===== src/rtl/pdw_pkg.sv =====
package pdw_pkg;

  typedef enum logic [1:0] {
    PDW_IDLE = 2'd0,
    PDW_WAIT = 2'd1,
    PDW_XFER = 2'd2,
    PDW_ENDP = 2'd3
  } pdw_state_e;

  typedef struct packed {
    logic wait_n;
    logic rd_n;
    logic wr_n;
    logic ack_n;
    logic eop_n;
  } pdw_out_t;

  function automatic pdw_out_t pdw_decode(input pdw_state_e st, input logic dir_rd);
    pdw_out_t o;
    o = '{wait_n: 1'b1, rd_n: 1'b1, wr_n: 1'b1, ack_n: 1'b1, eop_n: 1'b1};
    case (st)
      PDW_WAIT: o.wait_n = 1'b0;
      PDW_XFER: begin
        o.wait_n = 1'b0;
        o.ack_n  = 1'b0;
        o.rd_n   = ~dir_rd;
        o.wr_n   = dir_rd;
      end
      PDW_ENDP: begin
        o.wait_n = 1'b0;
        o.eop_n  = 1'b0;
      end
      default: ;
    endcase
    return o;
  endfunction

endpackage


===== src/rtl/pdw_qualify.sv =====
module pdw_qualify #(
  parameter logic PORT_ADDR_VAL = 1'b1
) (
  input  logic cyc_start_n,
  input  logic slow_sel_n,
  input  logic scsi_sel_n,
  input  logic port_addr,
  output logic port_sel,
  output logic cyc_go
);
  // Combined select: both active-low selects asserted.
  assign port_sel = ~slow_sel_n & ~scsi_sel_n;
  // Start of a cycle aimed at the data port.
  assign cyc_go   = port_sel & ~cyc_start_n & (port_addr == PORT_ADDR_VAL);
endmodule


===== src/rtl/pdw_next.sv =====
module pdw_next
  import pdw_pkg::*;
(
  input  pdw_state_e state,
  input  logic       pulse_done,
  input  logic       port_sel,
  input  logic       cyc_go,
  input  logic       drq,
  input  logic       scsi_irq,
  output pdw_state_e nxt
);
  always_comb begin
    nxt = PDW_IDLE;
    if (!port_sel) begin
      nxt = PDW_IDLE;                   // sole path back to idle when deselected
    end else begin
      case (state)
        PDW_IDLE: begin
          if (!cyc_go)       nxt = PDW_IDLE;
          else if (drq)      nxt = PDW_XFER;
          else if (scsi_irq) nxt = PDW_ENDP;
          else               nxt = PDW_WAIT;
        end
        PDW_WAIT: begin
          if (drq)           nxt = PDW_XFER;
          else if (scsi_irq) nxt = PDW_ENDP;
          else               nxt = PDW_WAIT;
        end
        PDW_XFER: nxt = pulse_done ? PDW_IDLE : PDW_XFER;
        PDW_ENDP: nxt = pulse_done ? PDW_IDLE : PDW_ENDP;
        default:  nxt = PDW_IDLE;
      endcase
    end
  end
endmodule


===== src/rtl/pdw_outreg.sv =====
module pdw_outreg
  import pdw_pkg::*;
#(
  parameter int STROBE_CYCLES = 1,
  localparam int CNT_W = (STROBE_CYCLES > 1) ? $clog2(STROBE_CYCLES) : 1
) (
  input  logic       clk,
  input  pdw_state_e nxt,
  input  logic       xfer_dir,
  output pdw_state_e state,
  output logic       pulse_done,
  output pdw_out_t   outs
);
  localparam logic [CNT_W-1:0] LAST = CNT_W'(STROBE_CYCLES - 1);

  logic [CNT_W-1:0] cnt_q;
  logic             dir_q;
  logic             dir_nxt;
  logic             in_pulse;
  logic             pulse_enter;

  assign in_pulse    = (state == PDW_XFER) || (state == PDW_ENDP);
  assign pulse_enter = (nxt == PDW_XFER) && (state != PDW_XFER);
  assign dir_nxt     = pulse_enter ? xfer_dir : dir_q;
  // >= so that any power-up count still ends the pulse
  assign pulse_done  = (cnt_q >= LAST);

  always_ff @(posedge clk) begin
    state <= nxt;
    dir_q <= dir_nxt;
    if (in_pulse && (nxt == state)) cnt_q <= cnt_q + 1'b1;
    else                            cnt_q <= '0;
    outs  <= pdw_decode(nxt, dir_nxt);
  end
endmodule


===== src/rtl/pd_wait_ctrl.sv =====
module pd_wait_ctrl
  import pdw_pkg::*;
#(
  parameter int   STROBE_CYCLES = 1,
  parameter logic PORT_ADDR_VAL = 1'b1
) (
  input  logic clk,
  input  logic cyc_start_n,
  input  logic slow_sel_n,
  input  logic scsi_sel_n,
  input  logic port_addr,
  input  logic xfer_dir,
  input  logic drq,
  input  logic scsi_irq,
  output logic bus_wait_n,
  output logic pd_rd_n,
  output logic pd_wr_n,
  output logic dma_ack_n,
  output logic end_proc_n
);
  logic       port_sel;
  logic       cyc_go;
  logic       pulse_done;
  pdw_state_e state;
  pdw_state_e nxt;
  pdw_out_t   outs;

  pdw_qualify #(.PORT_ADDR_VAL(PORT_ADDR_VAL)) u_qual (
    .cyc_start_n (cyc_start_n),
    .slow_sel_n  (slow_sel_n),
    .scsi_sel_n  (scsi_sel_n),
    .port_addr   (port_addr),
    .port_sel    (port_sel),
    .cyc_go      (cyc_go)
  );

  pdw_next u_next (
    .state      (state),
    .pulse_done (pulse_done),
    .port_sel   (port_sel),
    .cyc_go     (cyc_go),
    .drq        (drq),
    .scsi_irq   (scsi_irq),
    .nxt        (nxt)
  );

  pdw_outreg #(.STROBE_CYCLES(STROBE_CYCLES)) u_reg (
    .clk        (clk),
    .nxt        (nxt),
    .xfer_dir   (xfer_dir),
    .state      (state),
    .pulse_done (pulse_done),
    .outs       (outs)
  );

  assign bus_wait_n = outs.wait_n;
  assign pd_rd_n    = outs.rd_n;
  assign pd_wr_n    = outs.wr_n;
  assign dma_ack_n  = outs.ack_n;
  assign end_proc_n = outs.eop_n;
endmodule


===== config.mk =====
export PLATFORM = sky130hd
export DESIGN_NAME = pd_wait_ctrl
export DESIGN_NICKNAME = d
export VERILOG_FILES = /design/src/rtl/pdw_pkg.sv /design/src/rtl/pdw_qualify.sv /design/src/rtl/pdw_next.sv /design/src/rtl/pdw_outreg.sv /design/src/rtl/pd_wait_ctrl.sv
export SDC_FILE = /design/constraint.sdc
export NUM_CORES = 1
export LEC_CHECK = 0
export ABC_AREA = 1
export BUFFER_PORTS_ARGS = -buffer_cell sky130_fd_sc_hd__clkbuf_2
export CAP_MARGIN = 20
export CORE_AREA = 2 2 39 41
export DETAILED_ROUTE_END_ITERATION = 10
export DIE_AREA = 0 0 41 43
export PLACE_DENSITY_LB_ADDON = 0.1
export SYNTH_ARGS = -nofsm -noshare
export SYNTH_HDL_FRONTEND = slang
export SYNTH_SLANG_ARGS = --single-unit

===== constraint.sdc =====
create_clock -name clk -period 1.2 [get_ports clk]
set_input_delay 0.12 -clock clk [delete_from_list [all_inputs] [get_ports clk]]
set_output_delay 0.12 -clock clk [all_outputs]
set_load 0.01 [all_outputs]

## Word-level counts from Yosys, hierarchy flattened

Cells that the tools add are included.
Widths: inputs -> output; s select.

| word-level totals | value |
|---|---|
| register bits | 9 |
| input bits | 8 |
| output and inout bits | 5 |
| logic and storage cells | 41 |

| cells by class | value |
|---|---|
| add/subtract/negate cells | 1 |
| $lt $le $gt $ge | 1 |
| equal/unequal tests | 8 |
| multiplexer cells | 11 |
| bitwise logic cells | 7 |
| reduce and logical (&&, ||, !) cells | 5 |

Operator list:

| kind | number |
|---|---|
| $mux 2 | 6 |
| $eq 2x2->1 const B | 4 |
| $pmux 2 s4 | 1 |
| $eq 2x1->1 const B | 2 |
| $mux 1 | 4 |
| $not 1->1 | 4 |
| $and 1x1->1 | 3 |
| $reduce_or 3->1 | 1 |
| $eq 2x2->1 | 1 |
| $logic_and 1x1->1 | 2 |
| $logic_not 2->1 | 1 |
| $ne 2x2->1 const B | 1 |
| $add 1x1->1 const B | 1 |
| $ge 1x1->1 const B | 1 |
| $logic_or 1x1->1 | 1 |

## Depth between registers and ports, before layout

Gate-level depths: netlist of run 1.

| depth | value |
|---|---|
| word-level depth | 11 |
| gate-level depth with buffers | 6 |

## Cells and area by module

Synthesis of run 1 repeated with hierarchy kept, for this count alone.

| second synthesis, totals | value |
|---|---|
| cells, all modules | 55 |
| area, all modules | 371.6 um^2 |

By module, submodules not included:

| module | times used | cells each | area each (um^2) |
|---|---|---|---|
| pdw_outreg | 1 | 27 | 261.5 |
| pdw_next | 1 | 21 | 81.3 |
| pdw_qualify | 1 | 7 | 28.8 |

## Least setup slack after synthesis of run 1

OpenSTA, ideal clock, no wires.

| path | value |
|---|---|
| kind | register to register |
| start | register u_reg.state[1] |
| end | register u_reg.outs[2] (netlist name) |
| arrival time | 0.724 ns |
| slack | 0.353 ns |
| cell stages (with the launch flop) | 6 |
| path buffers | 0 |
| cells stage by stage | dfxtp_1 -> inv_1 -> nand2_2 -> nor2_4 -> and2_4 -> nand3b_1 |

| on the way | value |
|---|---|
| cells in the longest elaborated chain, start to end | 6 |

Ends and longest elaborated chain:

| item | line | text |
|---|---|---|
| start: declaration | pdw_outreg.sv:10 | `output pdw_state_e state,` |
| start signal: assignment | pdw_outreg.sv:29 | `state <= nxt;` |
| $eq 2x2->1, or another cell as far along | pdw_next.sv:17 | `case (state)` |
| $pmux 2 s4 * | pdw_next.sv:17 |  |
| $mux 2 * | pdw_next.sv:14 | `if (!port_sel) begin` |
| named net nxt[1] | pd_wait_ctrl.sv:25 | `pdw_state_e nxt;` |
| $eq 2x2->1 * | pdw_pkg.sv:21, pdw_outreg.sv:23 |  |
| $logic_and 1x1->1 | pdw_outreg.sv:23 | `assign pulse_enter = (nxt == PDW_XFER) && (state != PDW_XFER);` |
| $mux 1 | pdw_outreg.sv:24 | `assign dir_nxt = pulse_enter ? xfer_dir : dir_q;` |

The timed path passes the listed nets; every way through them passes the cells marked *.
A chain may end at the register's enable or synchronous reset.

## Worst setup path in the final report of run 1

| path | value |
|---|---|
| start | register u_reg.state[1] |
| end | register u_reg.outs[2] (netlist name) |

| on the way | value |
|---|---|
| cells in the longest elaborated chain, start to end | 6 |

Ends and longest elaborated chain:

| item | line |
|---|---|
| $eq 2x2->1, or another cell as far along | pdw_next.sv:17 |
| $pmux 2 s4 * | pdw_next.sv:17 |
| $mux 2 * | pdw_next.sv:14 |
| named net nxt[1] | pd_wait_ctrl.sv:25 |
| $eq 2x2->1 * | pdw_pkg.sv:21, pdw_outreg.sv:23 |
| $logic_and 1x1->1 | pdw_outreg.sv:23 |
| $mux 1 | pdw_outreg.sv:24 |

Marked as above.

==> impl_metrics.env, run 1 <==
export IMPL_status="complete, no violations"
export IMPL_cts_repair_resized=0
export IMPL_clk_latency_ns=0.25
export IMPL_synth_compound_area_frac=0.0350
export IMPL_fp_coreArea_mm2=0.00138
export IMPL_use_met1=0.0643
export IMPL_ys_types=12
export IMPL_clock_fmax_ghz=1.10
export IMPL_synth_area_top_cells="dfxtp_1 56%, nor2_4 9.0%, inv_1 4.5%"
export IMPL_grt_pass1_vias=173
export IMPL_synthMuxAreaShare=0
export IMPL_met2_usage=0.0688
export IMPL_finalHoldViolCount=0
export IMPL_chipHeight_um=43
export IMPL_rsz0062_at_grt="no"
export IMPL_grt_pass1_wl_um=648
export IMPL_firstDrtPassIters=1
export IMPL_post_cts_buffers=0
export IMPL_slew_violations=0
export IMPL_cp_arrival_ns=1.04
export IMPL_hp_class="in2reg"
export IMPL_cts_path_max_buffers=2
export IMPL_synth_avg_cell_area_um2=10.0
export IMPL_slew_headroom=0.876
export IMPL_mostFrequentLayoutCells="12 x clkbuf_2, 7 x dfxtp_1"
export IMPL_route_detailed_drc=0
export IMPL_initial_core_util=0.181
export IMPL_critPathMaxFanout=4
export IMPL_worstHoldPathCells=2
export IMPL_cts_buffers=3
export IMPL_rows=14
export IMPL_power_density_mw_per_mm2=1340
export IMPL_end_kind="flip-flop"
export IMPL_fp_dieArea_mm2=0.00176
export IMPL_gr_total_overflow=0
export IMPL_wl_per_cell_um=7.54
export IMPL_finalSetupTns_ns=0
export IMPL_htreeDepth=1
export IMPL_antenna_found_initial=0
export IMPL_met3_usage=0.0157
export IMPL_final_core_util=0.258
export IMPL_n_antenna_cell=0
export IMPL_dr_total_vias=202
export IMPL_ctsHoldBuffers=0
export IMPL_tightest_slew_ns=0.185
export IMPL_cts_sinks=7
export IMPL_grt_usage=0.0663
export IMPL_setup_viol=0
export IMPL_fin_skew_ns=0.00676
export IMPL_syn_area_um2=250
export IMPL_final_common_cell="clkbuf_2"
export IMPL_post_route_period_util=0.756
export IMPL_period_minus_slack_ns=0.907
export IMPL_synth_xor_area_frac=0
export IMPL_clkTransAtPathRegs_ns=0.05
export IMPL_synth_nets=33
export IMPL_critPathKind="reg2reg"
export IMPL_ys_seq_area_frac=0.560
export IMPL_synth_top_area_cell="dfxtp_1"
export IMPL_syn2layout_area_growth_pct=42.5
export IMPL_synth_top_family_by_area="simple AND/OR/NAND/NOR gates"
export IMPL_dp_hpwl_um=363
export IMPL_port_buffers=12
export IMPL_yosysWarningCount=0
export IMPL_routed_via_density=3.54
export IMPL_synth_simple_area_share=0.360
export IMPL_synth_top_area_frac=0.560
export IMPL_grt_busiest_layer="met4"
export IMPL_crit_path_start_kind="flip-flop"
export IMPL_finalWirelength_um=430
export IMPL_first_iter_violations=0
export IMPL_cts_tree="done"
export IMPL_synth_seq_cells=7
export IMPL_leakagePower_nw=0.160
export IMPL_required_ns=1.34
export IMPL_root_buffer="clkbuf_4"
export IMPL_routabilityCongestion=0.721
export IMPL_r2r_cells=5
export IMPL_num_io_pins=13
export IMPL_ant_nets=0
export IMPL_synthAdderAreaFrac=0
export IMPL_fillCellCount=162
export IMPL_die_x_um=41
export IMPL_cap_viol_max_count=0
export IMPL_peakVddDrop_mv=0.313
export IMPL_power_mw=0.477
export IMPL_finalNetCount=50
export IMPL_drive_gt1_frac=0.512
export IMPL_synth_cells=25
export IMPL_grt_max_degree=5
## kinds of logic after synthesis
group | count (synthesis)
and+or+nand+nor | 14
buffers and inverters | 3
AOI/OAI and AO/OA | 1
DFF | 7
## synthesized netlist by cell type, drive strengths merged
| library cell | number |
|---|---|
| dfxtp | 7 |
| nor2 | 5 |
| nand2 | 4 |
| inv | 3 |
| nand3b | 2 |
| a21oi | 1 |
| and2 | 1 |
| nand3 | 1 |
| nand4 | 1 |
## final timing paths
check / endpoint / slack [ns] / start
max: u_reg.outs[2]$_SDFF_PP1_ / 0.29 / u_reg.state[1]$_DFF_P_
min: u_reg.outs[3]$_SDFF_PP1_ / 0.07 / xfer_dir
max reg2reg: u_reg.outs[2]$_SDFF_PP1_ / 0.29 / u_reg.state[1]$_DFF_P_
min reg2reg: u_reg.state[0]$_DFF_P_ / 0.49 / u_reg.state[0]$_DFF_P_
## area by class of cell
| cell class | count | area, µm² | share of cell area |
|---|---|---|---|
| repair buffers | 12 | 60.1 | 0.168 |
| flip-flops and latches | 7 | 140 | 0.393 |
| well taps | 16 | 20.0 | 0.0561 |
| inverters | 3 | 11.3 | 0.0316 |
| clock buffers | 4 | 26.3 | 0.0737 |
| multi-input cells | 15 | 98.8 | 0.277 |
## worst max-delay path: stages (launching register included)
cell      delay [ns]
dfxtp_1         0.30
inv_1           0.08
nand2_2         0.07
nor2_4          0.12
and2_4          0.16
nand3b_1        0.06
## per-stage QoR
step / cells / area (µm²) / hold WS [ns] / setup slack (ns)
after floorplan: 25 / 250 / 0.214 / 0.353
after CTS: 57 / 357 / 0.0629 / 0.287
after detailed placement: 53 / 330 / 0.324 / 0.291
after global placement: 53 / 330 / 0.323 / 0.292
final: 57 / 357 / 0.0692 / 0.293
after global routing: 57 / 357 / 0.0628 / 0.237
## sequential cells by signal, indices dropped and copies added (netlist names)
register	count
u_reg.state	2
u_reg.outs	5
## report_power, final
part,switching [mW],total (mW),internal (mW),leakage (nW)
registers,0.000452,0.235,0.235,0.0567
logic,0.0175,0.0340,0.0165,0.0879
clock network,0.0817,0.208,0.127,0.0150
total,0.0996,0.477,0.378,0.160
## metal layers
layer	up-vias	share of wire	routed length (µm)
met5	-	0	0
met4	0	0.044	19
met3	2	0.13	57
met2	13	0.43	186
met1	77	0.39	167
li1	110	-	-
Note: power is estimated with default switching activity, not from simulation.
==> inputs of run 2 (changes only) <==
==> constraint.sdc (replaced) <==
create_clock -name clk -period 0.87 [get_ports clk]
set_input_delay 0.087 -clock clk [delete_from_list [all_inputs] [get_ports clk]]
set_output_delay 0.087 -clock clk [all_outputs]
set_load 0.01 [all_outputs]
==> run 2 against run 1 <==
Critical path depth stayed put. Core utilization is 2.2 points higher. Setup slack worse by 0.29 ns. Total power is 39% higher. Worst hold slack worse by 0.034 ns. Combinational power is 65% higher. Critical endpoint unchanged. Largest cell class unchanged. Largest power group unchanged.
==> impl_metrics.env, run 2 (same netlist as run 1, synthesis figures left out) <==
export IMPL_met2_usage=0.0781
export IMPL_power_mw=0.662
export IMPL_fin_skew_ns=0.000857
export IMPL_dr_total_vias=224
export IMPL_chipHeight_um=43
export IMPL_clk_latency_ns=0.24
export IMPL_finalHoldViolCount=0
export IMPL_finalNonFillerCells=60
export IMPL_r2r_setup_slack_ns=0.004
export IMPL_rows=14
export IMPL_post_route_period_util=0.996
export IMPL_met3_usage=0.0157
export IMPL_largest_reg_flops=5
export IMPL_clock_fmax_ghz=1.15
export IMPL_root_buffer="clkbuf_4"
export IMPL_min_to="u_reg.outs[3]$_SDFF_PP1_"
export IMPL_finalSetupTns_ns=0
export IMPL_slew_violations=0
export IMPL_fp_dieArea_mm2=0.00176
export IMPL_cts_buffers=3
export IMPL_cts_sinks=7
export IMPL_grt_max_degree=5
export IMPL_routed_via_density=3.73
export IMPL_end_kind="flip-flop"
export IMPL_crit_chain="inv_2 -> nand2_2 -> nor2_4 -> and2_4 -> nand3b_1"
export IMPL_final_core_util=0.279
export IMPL_tightest_slew_ns=0.183
export IMPL_regArea_um2=140
export IMPL_gr_total_overflow=0
export IMPL_mostFrequentLayoutCells="12 x clkbuf_2, 7 x dfxtp_1"
export IMPL_port_buffers=12
export IMPL_multi_input_area_um2=106
export IMPL_route_detailed_drc=0
export IMPL_initial_core_util=0.181
export IMPL_wl_per_cell_um=7.38
export IMPL_syn2layout_area_growth_pct=54.5
export IMPL_power_density_mw_per_mm2=1710
export IMPL_num_io_pins=13
export IMPL_leakagePower_nw=0.175
export IMPL_post_cts_buffers=0
export IMPL_ctsHoldBuffers=0
export IMPL_firstDrtPassIters=2
export IMPL_finalWirelength_um=443
export IMPL_path_buf_inv=1
export IMPL_fillCellCount=161
export IMPL_setup_viol=0
export IMPL_required_ns=1.00
export IMPL_cts_tree="done"
export IMPL_worstHoldPathCells=2
export IMPL_dp_cells=56
export IMPL_grt_busiest_layer="met4"
export IMPL_cp_arrival_ns=1.00
export IMPL_max_flop_register="u_reg.outs"
export IMPL_final_common_cell="clkbuf_2"
export IMPL_status="complete, no violations"
export IMPL_cap_viol_max_count=0
export IMPL_critPathKind="reg2reg"
export IMPL_die_x_um=41
export IMPL_critPathMaxFanout=3
export IMPL_n_antenna_cell=0
export IMPL_peakVddDrop_mv=0.400
export IMPL_clkTransAtPathRegs_ns=0.05
export IMPL_drive_gt1_frac=0.568
export IMPL_hp_class="in2reg"
export IMPL_cpLargestDelayFamily="simple AND/OR/NAND/NOR gates"
export IMPL_r2r_start="u_reg.state[1]$_DFF_P_"
export IMPL_crit_path_start_kind="flip-flop"
export IMPL_cts_path_max_buffers=2
export IMPL_htreeDepth=1
export IMPL_first_iter_violations=2
export IMPL_use_met1=0.0707
export IMPL_finalNetCount=53
export IMPL_r2r_cells=5
export IMPL_biggestRegsByFlops="u_reg.outs x5, u_reg.state x2"
export IMPL_crit_path_top_delay_cell="dfxtp_1"
export IMPL_period_minus_slack_ns=0.866
export IMPL_routabilityCongestion=0.662
export IMPL_fin_hold_ws_ns=0.0356
export IMPL_antenna_found_initial=0
export IMPL_grt_usage=0.0653
export IMPL_timing_rr_end="u_reg.outs[2]$_SDFF_PP1_"
export IMPL_slew_headroom=0.877
export IMPL_grt_pass1_wl_um=710
export IMPL_worstHoldStart="xfer_dir"
export IMPL_dp_hpwl_um=361
export IMPL_fp_coreArea_mm2=0.00138
export IMPL_rsz0062_at_grt="yes"
export IMPL_crit_path_max_incr_delay_ns=0.30
export IMPL_grt_pass1_vias=204
export IMPL_ant_nets=0
-- run 2: cell count changes in the layout (fill, tap and decap cells not counted) --
cell,before,now
a21oi_4,0,1
inv_2,0,1
a21oi_2,1,0
inv_1,3,2
buf_4,0,3
-- run 2: power by group --
group | switching [mW] | total (mW) | internal [mW]
clock network | 0.107 | 0.281 | 0.174
logic | 0.0266 | 0.0561 | 0.0295
registers | 0.000641 | 0.325 | 0.324
-- run 2: per-stage QoR --
stage                     area (µm²)  setup slack, ns
after global placement           353          -0.0280
after detailed placement         353          -0.0317
after global routing             387          -0.0561
after CTS                        379         -0.00615
after floorplan                  250           0.0233
final                            387          0.00390
-- run 2: routing by layer --
metal / wire (µm) / share of wire
met3: 57 / 0.13
met1: 171 / 0.39
met4: 14 / 0.032
met2: 200 / 0.45
met5: 0 / 0
-- run 2: timing repair --
action,CTS,global route
setup endpoints to repair,2,4
gates resized for setup,1,1
pin swaps,0,0
cloned,0,0
-- run 2: worst max path at each step --
| stage | start | endpoint | slack (ns) | depth (start not counted) |
|---|---|---|---|---|
| floorplan | u_reg.state[1]$_DFF_P_ | u_reg.outs[2]$_SDFF_PP1_ | 0.02 | 5 |
| detailed placement | u_reg.state[1]$_DFF_P_ | u_reg.outs[2]$_SDFF_PP1_ | -0.03 | 5 |
| finish | u_reg.state[1]$_DFF_P_ | u_reg.outs[2]$_SDFF_PP1_ | 0.004 | 5 |
| CTS | u_reg.state[1]$_DFF_P_ | u_reg.outs[2]$_SDFF_PP1_ | -0.006 | 5 |
| global placement | u_reg.state[1]$_DFF_P_ | u_reg.outs[2]$_SDFF_PP1_ | -0.03 | 5 |
| global route | u_reg.state[1]$_DFF_P_ | u_reg.outs[2]$_SDFF_PP1_ | -0.06 | 5 |
-- run 2: cell type report --
| class | count | area share |
|---|---|---|
| clock buffer | 4 | 0.0680 |
| inverter | 3 | 0.0291 |
| multi-input combinational | 15 | 0.275 |
| sequential | 7 | 0.362 |
| tap | 16 | 0.0518 |
| timing repair buffer | 15 | 0.214 |
-- run 2: worst reg2reg max path, delay by kind of cell, from the launching register on --
family | cells | cell delay, ns
and+or+nand+nor | 4 | 0.39
DFF | 1 | 0.30
buffers and inverters | 1 | 0.06
==> inputs of run 3 (changes only) <==
--- a/config.mk
+++ b/config.mk
@@ -11,7 +11,6 @@
 export CORE_AREA = 2 2 39 41
 export DETAILED_ROUTE_END_ITERATION = 10
 export DIE_AREA = 0 0 41 43
-export PLACE_DENSITY_LB_ADDON = 0.1
 export SYNTH_ARGS = -nofsm -noshare
 export SYNTH_HDL_FRONTEND = slang
 export SYNTH_SLANG_ARGS = --single-unit
==> run 3 against run 2 <==
Largest cell class unchanged. Fmax grew 3.4%. Highest routed layer is now met3. Largest power group unchanged. Clock power barely moved. Routed wire length shrank 2.5%. Non-clock buffer count decreased by 1. Critical path type unchanged.
==> impl_metrics.env, run 3 (same netlist as run 1, synthesis figures left out) <==
export IMPL_status="complete, no violations"
export IMPL_cpLargestDelayFamily="flip-flops"
export IMPL_port_buffers=12
export IMPL_cts_tree="done"
export IMPL_chipHeight_um=43
export IMPL_root_buffer="clkbuf_4"
export IMPL_antenna_found_initial=0
export IMPL_leakagePower_nw=0.171
export IMPL_path_buf_inv=2
export IMPL_crit_path_start_kind="flip-flop"
export IMPL_ant_nets=0
export IMPL_dp_hpwl_um=356
export IMPL_cp_arrival_ns=0.96
export IMPL_routed_via_density=3.51
export IMPL_crit_chain="inv_2 -> nand2_2 -> nor2_4 -> buf_4 -> nand4_1"
export IMPL_firstDrtPassIters=1
export IMPL_worstHoldPathCells=2
export IMPL_finalNetCount=52
export IMPL_wl_per_cell_um=7.32
export IMPL_r2r_cells=5
export IMPL_mostFrequentLayoutCells="12 x clkbuf_2, 6 x dfxtp_1, 3 x nor2_1, 3 x nand2_1, 3 x clkbuf_4"
export IMPL_fillCellCount=155
export IMPL_required_ns=0.99
export IMPL_rows=14
export IMPL_clock_fmax_ghz=1.19
export IMPL_dr_total_vias=207
export IMPL_end_kind="flip-flop"
export IMPL_syn2layout_area_growth_pct=49.0
export IMPL_grt_max_degree=5
export IMPL_power_mw=0.656
export IMPL_cts_sinks=7
export IMPL_route_detailed_drc=0
export IMPL_final_common_cell="clkbuf_2"
export IMPL_n_antenna_cell=0
export IMPL_final_core_util=0.269
export IMPL_rsz0062_at_grt="yes"
export IMPL_grt_usage=0.0563
export IMPL_finalWirelength_um=432
export IMPL_period_minus_slack_ns=0.838
export IMPL_multi_input_area_um2=98.8
export IMPL_grt_pass1_vias=170
export IMPL_drive_gt1_frac=0.581
export IMPL_dp_cells=55
export IMPL_fin_skew_ns=0.00186
export IMPL_grt_pass1_wl_um=586
export IMPL_crit_path_top_delay_cell="dfxtp_2"
export IMPL_finalNonFillerCells=59
export IMPL_path_depth=5
export IMPL_gr_total_overflow=0
export IMPL_fp_dieArea_mm2=0.00176
export IMPL_setup_viol=0
export IMPL_post_route_period_util=0.963
export IMPL_ctsHoldBuffers=0
export IMPL_clk_latency_ns=0.24
export IMPL_critPathMaxFanout=3
export IMPL_die_x_um=41
export IMPL_regArea_um2=141
export IMPL_routabilityCongestion=0.722
export IMPL_post_cts_buffers=0
export IMPL_cts_path_max_buffers=2
export IMPL_power_density_mw_per_mm2=1760
export IMPL_slew_headroom=0.872
export IMPL_peakVddDrop_mv=0.340
export IMPL_largest_reg_flops=5
export IMPL_clkTransAtPathRegs_ns=0.05
export IMPL_fin_hold_ws_ns=0.0474
export IMPL_hp_class="in2reg"
export IMPL_fp_coreArea_mm2=0.00138
export IMPL_htreeDepth=1
export IMPL_biggestRegsByFlops="u_reg.outs x5, u_reg.state x2"
export IMPL_first_iter_violations=0
export IMPL_initial_core_util=0.181
export IMPL_tightest_slew_ns=0.191
export IMPL_place_area_um2=345
export IMPL_max_flop_register="u_reg.outs"
export IMPL_critPathKind="reg2reg"
export IMPL_cap_viol_max_count=0
export IMPL_cts_buffers=3
export IMPL_crit_path_max_incr_delay_ns=0.31
export IMPL_slew_violations=0
export IMPL_fin_area_um2=373
export IMPL_finalHoldViolCount=0
export IMPL_num_io_pins=13
==> run 3: layout make-up <==
class / count / area share
Timing Repair Buffer: 14 / 0.201
Clock buffer: 4 / 0.0705
Inverter: 3 / 0.0302
Sequential cell: 7 / 0.379
Tap cell: 16 / 0.0537
Multi-Input combinational cell: 15 / 0.265
==> run 3: worst paths after layout <==
path / startpoint / endpoint / slack [ns]
worst max-delay path: u_reg.state[1]$_DFF_P_ / u_reg.outs[3]$_SDFF_PP1_ / 0.03
worst min-delay path: xfer_dir / u_reg.outs[2]$_SDFF_PP1_ / 0.05
worst max register to register: u_reg.state[1]$_DFF_P_ / u_reg.outs[3]$_SDFF_PP1_ / 0.03
worst min register to register: u_reg.state[0]$_DFF_P_ / u_reg.state[0]$_DFF_P_ / 0.49
==> run 3: stage by stage <==
step           setup TNS (ns)  worst slack, ns
2_1_floorplan               0           0.0233
5_1_grt               -0.0595          -0.0246
3_5_place_dp                0           0.0222
6_report                    0           0.0324
3_3_place_gp                0           0.0147
4_1_cts                     0          0.00538
==> run 3: what timing repair did <==
| item | 4_1_cts | 5_1_grt |
|---|---|---|
| resized for setup | 0 | 2 |
| endpoints found under the setup margin | 0 | 5 |
| endpoints found under the hold margin | 0 | 0 |
==> run 3: where the power goes <==
part           leakage, nW  internal (mW)  switching [mW]
Clock               0.0150          0.174           0.105
Sequential          0.0572          0.324        0.000736
Combinational       0.0988         0.0272          0.0249
==> run 3: routing by layer <==
layer / GRT usage / up-vias / wire (µm)
li1: - / 114 / -
met1: 0.0615 / 82 / 177
met2: 0.0594 / 11 / 203
met3: 0 / 0 / 50
met4: 0.120 / 0 / 0
met5: 0 / - / 0
